File: config.mk
export PLATFORM = sky130hd
export DESIGN_NAME = perf_event_counter
export DESIGN_NICKNAME = d
export VERILOG_FILES = /design/src/rtl/pec_pkg.sv /design/src/rtl/pec_cfg_regs.sv /design/src/rtl/pec_event_path.sv /design/src/rtl/pec_accum.sv /design/src/rtl/perf_event_counter.sv
export SDC_FILE = /design/constraint.sdc
export NUM_CORES = 1
export LEC_CHECK = 0
export BUFFER_PORTS_ARGS = -buffer_cell sky130_fd_sc_hd__buf_2
export CAP_MARGIN = 15
export CORE_MARGIN = 2
export CORE_UTILIZATION = 31
export DETAILED_ROUTE_END_ITERATION = 10
export GPL_TIMING_DRIVEN = 0
export PLACE_DENSITY = 0.68
export SYNTH_ARGS = -nofsm -noshare
export SYNTH_HDL_FRONTEND = slang
export SYNTH_SLANG_ARGS = --single-unit
File: constraint.sdc
create_clock -name clk -period 5.87 [get_ports clk]
set_clock_uncertainty 0.05 [all_clocks]
set_input_delay 1.174 -clock clk [delete_from_list [all_inputs] [get_ports clk]]
set_output_delay 1.174 -clock clk [all_outputs]
set_load 0.02 [all_outputs]
File: src/rtl/pec_pkg.sv
package pec_pkg;
  localparam int SEL_W  = 8;
  localparam int MASK_W = 8;
  localparam int THR_W  = 8;

  localparam int B_CLR  = 17;
  localparam int B_EDGE = 18;
  localparam int B_FRZ  = 20;
  localparam int B_INV  = 23;

  typedef struct packed {
    logic [THR_W-1:0]  thr;
    logic              inv;
    logic              frz_en;
    logic              edge_md;
    logic [MASK_W-1:0] mask;
    logic [SEL_W-1:0]  sel;
    logic              max_md;
  } pec_cfg_t;

  function automatic logic [31:0] pack_lo(input pec_cfg_t c);
    logic [31:0] r;
    r         = '0;
    r[7:0]    = c.sel;
    r[15:8]   = c.mask;
    r[B_EDGE] = c.edge_md;
    r[B_FRZ]  = c.frz_en;
    r[B_INV]  = c.inv;
    r[31:24]  = c.thr;
    return r;
  endfunction

  function automatic logic [31:0] pack_hi(input pec_cfg_t c);
    return {31'b0, c.max_md};
  endfunction
endpackage

File: src/rtl/pec_cfg_regs.sv
module pec_cfg_regs
  import pec_pkg::*;
(
  input  logic        clk,
  input  logic        rst_n,
  input  logic        we,
  input  logic        addr,
  input  logic [31:0] wdata,
  output pec_cfg_t    cfg,
  output logic        clr_req
);
  logic unused_bits;
  assign unused_bits = ^{wdata[16], wdata[19], wdata[22:21]};

  assign clr_req = we && !addr && wdata[B_CLR];

  always_ff @(posedge clk) begin
    if (!rst_n) begin
      cfg <= '0;
    end else if (we) begin
      if (addr) begin
        cfg.max_md <= wdata[0];
      end else begin
        cfg.sel     <= wdata[7:0];
        cfg.mask    <= wdata[15:8];
        cfg.edge_md <= wdata[B_EDGE];
        cfg.frz_en  <= wdata[B_FRZ];
        cfg.inv     <= wdata[B_INV];
        cfg.thr     <= wdata[31:24];
      end
    end
  end
endmodule

File: src/rtl/pec_event_path.sv
module pec_event_path
  import pec_pkg::*;
#(
  parameter int NUM_SRC = 4,
  parameter int INC_W   = 8
) (
  input  logic                       clk,
  input  logic                       rst_n,
  input  logic [NUM_SRC*INC_W-1:0]   src_inc,
  input  logic [NUM_SRC*MASK_W-1:0]  src_sub,
  input  logic [SEL_W-1:0]           sel,
  input  logic [MASK_W-1:0]          mask,
  input  logic                       edge_md,
  output logic [INC_W-1:0]           cand,
  output logic                       evt_rise
);
  logic [INC_W-1:0]  inc_a [NUM_SRC];
  logic [MASK_W-1:0] sub_a [NUM_SRC];
  logic [INC_W-1:0]  inc_s;
  logic [MASK_W-1:0] sub_s;
  logic              hit, evt_on, evt_on_q;

  for (genvar g = 0; g < NUM_SRC; g++) begin : g_unpack
    assign inc_a[g] = src_inc[g*INC_W +: INC_W];
    assign sub_a[g] = src_sub[g*MASK_W +: MASK_W];
  end

  function automatic logic qualified(input logic [MASK_W-1:0] s,
                                     input logic [MASK_W-1:0] m);
    return (m == '0) || ((s & m) != '0);
  endfunction

  always_comb begin
    inc_s = '0;
    sub_s = '0;
    hit   = 1'b0;
    for (int i = 0; i < NUM_SRC; i++) begin
      if (sel == SEL_W'(i)) begin
        inc_s = inc_a[i];
        sub_s = sub_a[i];
        hit   = 1'b1;
      end
    end
  end

  assign evt_on   = hit && (inc_s != '0) && qualified(sub_s, mask);
  assign evt_rise = evt_on && !evt_on_q;

  always_ff @(posedge clk) begin
    if (!rst_n) evt_on_q <= 1'b0;
    else        evt_on_q <= evt_on;
  end

  always_comb begin
    if (edge_md) cand = evt_rise ? inc_s : '0;
    else         cand = evt_on   ? inc_s : '0;
  end
endmodule

File: src/rtl/pec_accum.sv
module pec_accum
  import pec_pkg::*;
#(
  parameter int INC_W = 8,
  parameter int CNT_W = 48
) (
  input  logic             clk,
  input  logic             rst_n,
  input  logic [INC_W-1:0] cand,
  input  logic [THR_W-1:0] thr,
  input  logic             inv,
  input  logic             max_md,
  input  logic             frz_en,
  input  logic             freeze_in,
  input  logic             clr,
  output logic [INC_W-1:0] step,
  output logic             ovf_evt,
  output logic [CNT_W-1:0] cnt,
  output logic             ovf_sticky,
  output logic             freeze_req
);
  localparam int CMP_W = (INC_W > THR_W) ? INC_W : THR_W;

  function automatic logic [INC_W-1:0] filter_step(input logic [INC_W-1:0] v,
                                                   input logic [THR_W-1:0] t,
                                                   input logic             invert);
    logic ge;
    ge = CMP_W'(v) >= CMP_W'(t);
    if (t == '0) return v;
    return (ge ^ invert) ? INC_W'(1) : '0;
  endfunction

  function automatic logic beats(input logic [INC_W-1:0] v,
                                 input logic [CNT_W-1:0] c);
    return CNT_W'(v) > c;
  endfunction

  logic [CNT_W:0] sum;
  logic           advance;

  assign step    = max_md ? '0 : filter_step(cand, thr, inv);
  assign sum     = {1'b0, cnt} + (CNT_W+1)'(step);
  assign advance = !clr && !freeze_in;
  assign ovf_evt = advance && !max_md && sum[CNT_W];

  always_ff @(posedge clk) begin
    if (!rst_n || clr) begin
      cnt        <= '0;
      ovf_sticky <= 1'b0;
    end else if (advance) begin
      if (max_md) begin
        if (beats(cand, cnt)) cnt <= CNT_W'(cand);
      end else begin
        cnt <= sum[CNT_W-1:0];
      end
      if (ovf_evt) ovf_sticky <= 1'b1;
    end
  end

  assign freeze_req = ovf_sticky && frz_en;
endmodule

File: src/rtl/perf_event_counter.sv
module perf_event_counter
  import pec_pkg::*;
#(
  parameter int NUM_SRC = 4,
  parameter int INC_W   = 8,
  parameter int CNT_W   = 48
) (
  input  logic                      clk,
  input  logic                      rst_n,
  input  logic                      cfg_we,
  input  logic                      cfg_addr,
  input  logic [31:0]               cfg_wdata,
  output logic [31:0]               cfg_rdata,
  input  logic [NUM_SRC*INC_W-1:0]  src_inc,
  input  logic [NUM_SRC*MASK_W-1:0] src_sub,
  input  logic                      freeze_in,
  output logic [CNT_W-1:0]          cnt_value,
  output logic                      ovf_flag,
  output logic                      freeze_req
);
  pec_cfg_t         cfg;
  logic             clr_req;
  logic [INC_W-1:0] evt_cand;
  logic             evt_rise;
  logic [INC_W-1:0] acc_step;
  logic             acc_ovf_evt;

  pec_cfg_regs u_cfg (
    .clk(clk), .rst_n(rst_n), .we(cfg_we), .addr(cfg_addr),
    .wdata(cfg_wdata), .cfg(cfg), .clr_req(clr_req)
  );

  pec_event_path #(.NUM_SRC(NUM_SRC), .INC_W(INC_W)) u_evt (
    .clk(clk), .rst_n(rst_n), .src_inc(src_inc), .src_sub(src_sub),
    .sel(cfg.sel), .mask(cfg.mask), .edge_md(cfg.edge_md),
    .cand(evt_cand), .evt_rise(evt_rise)
  );

  pec_accum #(.INC_W(INC_W), .CNT_W(CNT_W)) u_acc (
    .clk(clk), .rst_n(rst_n), .cand(evt_cand), .thr(cfg.thr), .inv(cfg.inv),
    .max_md(cfg.max_md), .frz_en(cfg.frz_en), .freeze_in(freeze_in),
    .clr(clr_req), .step(acc_step), .ovf_evt(acc_ovf_evt),
    .cnt(cnt_value), .ovf_sticky(ovf_flag), .freeze_req(freeze_req)
  );

  assign cfg_rdata = cfg_addr ? pack_hi(cfg) : pack_lo(cfg);
endmodule

Yosys cells after proc, flatten, opt, wreduce, memory -nomap -nowiden
Index checks and enable logic that the tools add are counted.
- add/sub/neg operators: 1
- $lt $le $gt $ge: 2
- eq/ne operators: 4
- mux-type cells: 23
- bitwise operators: 3
- reductions and logical operators: 26
- operator list (operator ; count):
    8-bit two-way mux ; 14
    48-bit two-way mux ; 2
    48-bit by 8-bit adder with 49-bit output ; 1
    8-bit by 48-bit greater-than comparator with 1-bit output ; 1
    32-bit two-way mux ; 1
    8-bit logical NOT ; 3
    8-bit by 2-bit == test with 1-bit output, second input constant ; 2
    8-bit nonzero test ; 2
    1-bit logical AND ; 9
    8-bit bitwise AND ; 1
    8-bit by 1-bit == test with 1-bit output, second input constant ; 1
    8-bit >= comparator ; 1
    2-bit AND reduction ; 4
    1-bit logical NOT ; 6
    1-bit two-way mux ; 6
    1-bit logical OR ; 2
    2-bit by 1-bit inequality test with 1-bit output, second input constant ; 1
    1-bit inverter ; 1
    1-bit XOR ; 1
- register bits: 78
- bits of input ports: 101
- output and inout bits: 82
- word-level logic and storage cells: 69

Logic depth before layout (Yosys ltp)
- word-level depth: 20
- depth in mapped cells: 28
- gate-level depth less buffers: 24

Modules after synthesis
Synthesis repeated with hierarchy kept, for this count alone.
- cell total of the unflattened synthesis: 663
- area, all modules: 5479.0 µm²
- by module, submodules not included (module ; times used ; cells an instance ; area each (µm²) ; sequential area each (µm²)):
    pec_accum ; 1 ; 408 ; 3314.4 ; 980.9
    pec_cfg_regs ; 1 ; 123 ; 1161.1 ; 560.5
    pec_event_path ; 1 ; 97 ; 775.7 ; 20.0
    perf_event_counter ; 1 ; 35 ; 227.7 ; 0.0

Worst setup path before layout
OpenSTA, ideal clock, no wires.
- path kind: input to register
- from: input port src_inc[24]
- to: register u_acc.cnt[24]
- data arrival time: 5581 ps
- data required time: 5692 ps
- slack: 111 ps
- stages on the path: 25
- cells stage by stage: mux4_2 or4_1 o21ai_0 nand4_1 nand2_1 nor2_1 ha_1 nand2_1 nor2_1 a211oi_1 o21ai_0 a21oi_1 xnor2_1 a22o_1 ha_1 inv_1 fa_1 nor2b_1 o2111ai_1 a31oi_1 clkbuf_1 nand4_1 a211oi_1 xnor2_1 nor2_1
- longest elaborated chain between the ends: 14
- elaborated cells on any way between the ends: 19
- classes of those cells: 1 x add/sub; 2 x order compare; 1 x eq/ne; 9 x mux; 1 x bitwise; 5 x reduce/logical
- ends and longest elaborated chain (element ; line ; source):
    start, declared ; perf_event_counter.sv:14 ; input logic [NUM_SRC*INC_W-1:0] src_inc,
    8-bit two-way mux (*) ; pec_event_path.sv:38 ; if (sel == SEL_W'(i)) begin
    8-bit nonzero test ; pec_event_path.sv:46 ; assign evt_on = hit && (inc_s != '0) && qualified(sub_s, mask);
    1-bit logical AND (2 in a row) ; pec_event_path.sv:46 ;
    1-bit logical AND ; pec_event_path.sv:47 ; assign evt_rise = evt_on && !evt_on_q;
    8-bit two-way mux ; pec_event_path.sv:55 ; if (edge_md) cand = evt_rise ? inc_s : '0;
    8-bit two-way mux (*) ; pec_event_path.sv:55 ;
    8-bit >= comparator ; pec_accum.sv:28 ; ge = CMP_W'(v) >= CMP_W'(t);
    1-bit XOR ; pec_accum.sv:30 ; return (ge ^ invert) ? INC_W'(1) : '0;
    1-bit two-way mux ; pec_accum.sv:30 ;
    8-bit two-way mux ; pec_accum.sv:30 ;
    8-bit two-way mux ; pec_accum.sv:41 ; assign step = max_md ? '0 : filter_step(cand, thr, inv);
    48-bit by 8-bit adder with 49-bit output ; pec_accum.sv:42 ; assign sum = {1'b0, cnt} + (CNT_W+1)'(step);
    48-bit two-way mux ; pec_accum.sv:51 ; if (max_md) begin
    end signal, assigned ; pec_accum.sv:52 ; if (beats(cand, cnt)) cnt <= CNT_W'(cand);
    end signal, assigned ; pec_accum.sv:54 ; cnt <= sum[CNT_W-1:0];
    end, declared ; pec_accum.sv:18 ; output logic [CNT_W-1:0] cnt,
Every way passes the cells marked *; elsewhere a longest branch is shown, timed or not. The select of a mux whose other input is x is not followed.
A chain may end at the register's enable or synchronous reset.

Worst setup path after layout
- from: input port src_inc[30]
- to: register u_acc.cnt[32]
Same word-level chain as after synthesis.

==> summary.txt <==
Die
  – Initial core utilization: 31.7%
  – Total core area: 16600 sq um
  – Die Y: approximately 130 microns
  – Die Width: 134 microns
  – # IOs: 183
  – Die footprint: 18000 sq um
  – Row count: 47

Yosys
  – Most used DFF post-synth: dfxtp_1
  – Synth Warn #: 0
  – FF+latch count, synth: 78
  – Asr flop ratio synth: 0%
  – Register area share after synthesis: 29.7%
  – Cell variety after synth: 62
  – Leading area contributor after synthesis: dfxtp_1
  – Post-synth top area share: approximately 30%
  – Top post-synthesis cells by area: dfxtp_1 (30%), nand2_1 (7.1%), mux4_2 (6.9%)
  – Syn_area_per_cell: 8.00 sq um
  – Number of synthesized flops with an enable pin: 0
  – Mapped Area: 5250 sq um
  – Syn Inst Count: 657

Place
  – Number of I/O port buffers: between 150 and 200
  – DP Wirelength: 13700 microns
  – Placed insts: 1054
  – Global placement routability congestion: 0.855
  – Placed Area: 6410 sq um
  – Dpl ws: -1.05 ns

STA
  – Setup ws final: between 0.04 and 0.05 ns
  – Final Critical Period: between 5 and 6 ns
  – Fmax: approximately 170 MHz
  – Final Max Slew Viols: 0
  – Least-Margin Pin Slew: 0.821 ns
  – RSZ-0062 raised after global routing: yes
  – Fin Hold WS: 0.428 ns
  – Final setup fails: 0
  – Final Hold Fails: 0
  – Slew HR: 44.7%
  – Tcrit/Tclk final: 99.2%

GRT
  – GRT Overall Usage: roughly a fifth
  – Grt ovf: 0
  – Vias in the first global route: 5267
  – Antenna violations before repair: 0
  – Largest net degree at the start of global routing: 14
  – First-pass GRT wire length: approximately 28000 microns

Detailed routing
  – Met1 wire length: 7490 microns
  – First-pass iteration count of the detailed router: 4
  – Via count: 5661
  – Met3 wire len: 1360 microns
  – Vias per cell: 5.22
  – Routed len/inst: 16.4 microns
  – ANT nets after route: 0
  – Met2 WL: 8650 microns
  – DRT Wirelength: ~18000 microns
  – Initial DRC Count: 303
  – Highest Signal Layer: met4
  – DRC: 0

Worst setup path
  – Buf/Inv on CP: 3
  – CP delay by family, top: compound AO/OA/AOI/OAI gates
  – Nature of the critical path startpoint: primary input
  – Setup CP Type: primary input to flip-flop
  – Worst-case reg-to-reg path depth: 26
  – Max stage delay on crit path: 0.54 ns
  – Critical Path Fanout Max: 5
  – CP arrival: approximately 6.0 ns
  – Req. time, crit path: around 6 ns
  – Critical-path top delay cell: or4_1
  – Worst Setup End Kind: flip-flop
  – Levels on crit path: 25

Hold path
  – Hold crit path type: flip-flop to flip-flop
  – Hold Path Depth: 2

Clock tree
  – Clk sinks: 78
  – H-tree levels: 3
  – Clock Path Buffers: 2
  – Clk_lat worst skew: roughly 0.34 ns
  – Reg clk slew, reported paths: about 0.060 ns
  – CTS tree: yes
  – Total CTS buffers: 9
  – Root buf cell: clkbuf_16

Power and ir drop
  – VDD IR max: 144 uV
  – Leakage: 0.00295 uW
  – PD cells: 226 nW/um^2
  – Total Power: 1620 uW

Layout
  – Fraction of layout cells with a size suffix above 1: 34.1%
  – Commonest cells after routing, fill and taps aside: buf_2 (172), nand2_1 (97), dfxtp_1 (78), nor2_1 (48), a21oi_1 (37)
  – Area grow syn2layout: 36.0%
  – Post-route cell area: 7140 sq um
  – Commonest non-fill, non-tap cell in the layout: buf_2
  – Post-layout net count: 986
  – Diode count: 0
  – FILL cells: between 1.5k and 2k
  – Post-Layout Cell Count: 1085

Job
  – Number of max-cap violations: 0

Run status
  – Status: complete, no violations
power by group:
group	leakage [uW]	switching (uW)	internal (uW)	total [uW]
logic	0.00218	276	196	472
registers	0.000633	23.4	552	575
clock network	0.000136	238	331	569
total	0.00295	537	1080	1620
layer usage:
metal | vias up | global-route usage (%)
met4 | 0 | 4.68
met2 | 236 | 32.9
met5 | - | 0
met3 | 20 | 5.10
met1 | 2613 | 25.0
li1 | 2792 | -
final timing paths:
path,startpoint,end,slack [ns]
worst min register to register,u_cfg.cfg[25],u_cfg.cfg[25],0.43
worst min-delay path,u_cfg.cfg[25],u_cfg.cfg[25],0.43
worst max register to register,u_cfg.cfg[1],u_acc.cnt[32],0.21
worst max-delay path,src_inc[30],u_acc.cnt[32],0.05
sequential cells by signal, indices dropped and copies added (netlist names):
| register | flops |
|---|---|
| u_cfg.cfg | 28 |
| u_acc.cnt | 48 |
| u_evt.evt_on_q | 1 |
| u_acc.ovf_sticky | 1 |
cell families (layout without fill, tap and decap cells):
family | after synthesis | in the layout | share of synthesized area, %
adders and majority gates | 25 | 25 | 6.10
muxes | 18 | 18 | 7.26
xor gates and xnor gates | 18 | 18 | 3.00
and+or+nand+nor | 299 | 299 | 29.8
other | 1 | 5 | 0.0714
buffers and inverters | 68 | 272 | 5.52
AOI/OAI and AO/OA | 150 | 150 | 18.5
DFF | 78 | 78 | 29.7
through the flow:
step	TNS, ns	util [%]
2_1_floorplan	0	-
3_5_place_dp	-31.52	38.7
6_report	0	43.1
4_1_cts	-0.0319	41.2
5_1_grt	-2.13	43.1
3_3_place_gp	-30.81	38.7
what timing repair did:
| action | in CTS | in global routing |
|---|---|---|
| cloned | 1 | 0 |
| pin swaps | 5 | 38 |
| setup endpoints to repair | 39 | 40 |
| setup buffers | 6 | 9 |
| resized for setup | 18 | 73 |
| hold buffers | 0 | 0 |
| hold endpoints to repair | 0 | 0 |
cells in the mapped netlist (all sizes together), types with 10 or more instances:
| cell | count |
|---|---|
| a21boi | 28 |
| a21oi | 47 |
| and2 | 11 |
| buf | 13 |
| clkbuf | 29 |
| dfxtp | 78 |
| ha | 24 |
| inv | 26 |
| mux4 | 16 |
| nand2 | 99 |
| nand3 | 22 |
| nand4 | 21 |
| nor2 | 51 |
| nor2b | 24 |
| nor4 | 18 |
| o21ai | 25 |
| or3 | 19 |
| or4 | 10 |
| xnor2 | 12 |
area by class of cell:
type	instances	area, sq um	area share [%]
multi-input combinational	515	3660	51.2
sequential	78	1560	21.9
timing repair buffer	189	1030	14.4
tap	220	275	3.85
clock buffer	11	233	3.26
buffer	41	228	3.19
inverter	26	97.6	1.37
clock inverter	5	58.8	0.823
worst min-delay path, cell delays in order (launching register included):
cell and delay [ns]:
dfxtp_1 0.32, nand2_1 0.05, a21boi_0 0.06
Power figures use the tool's default switching activity.
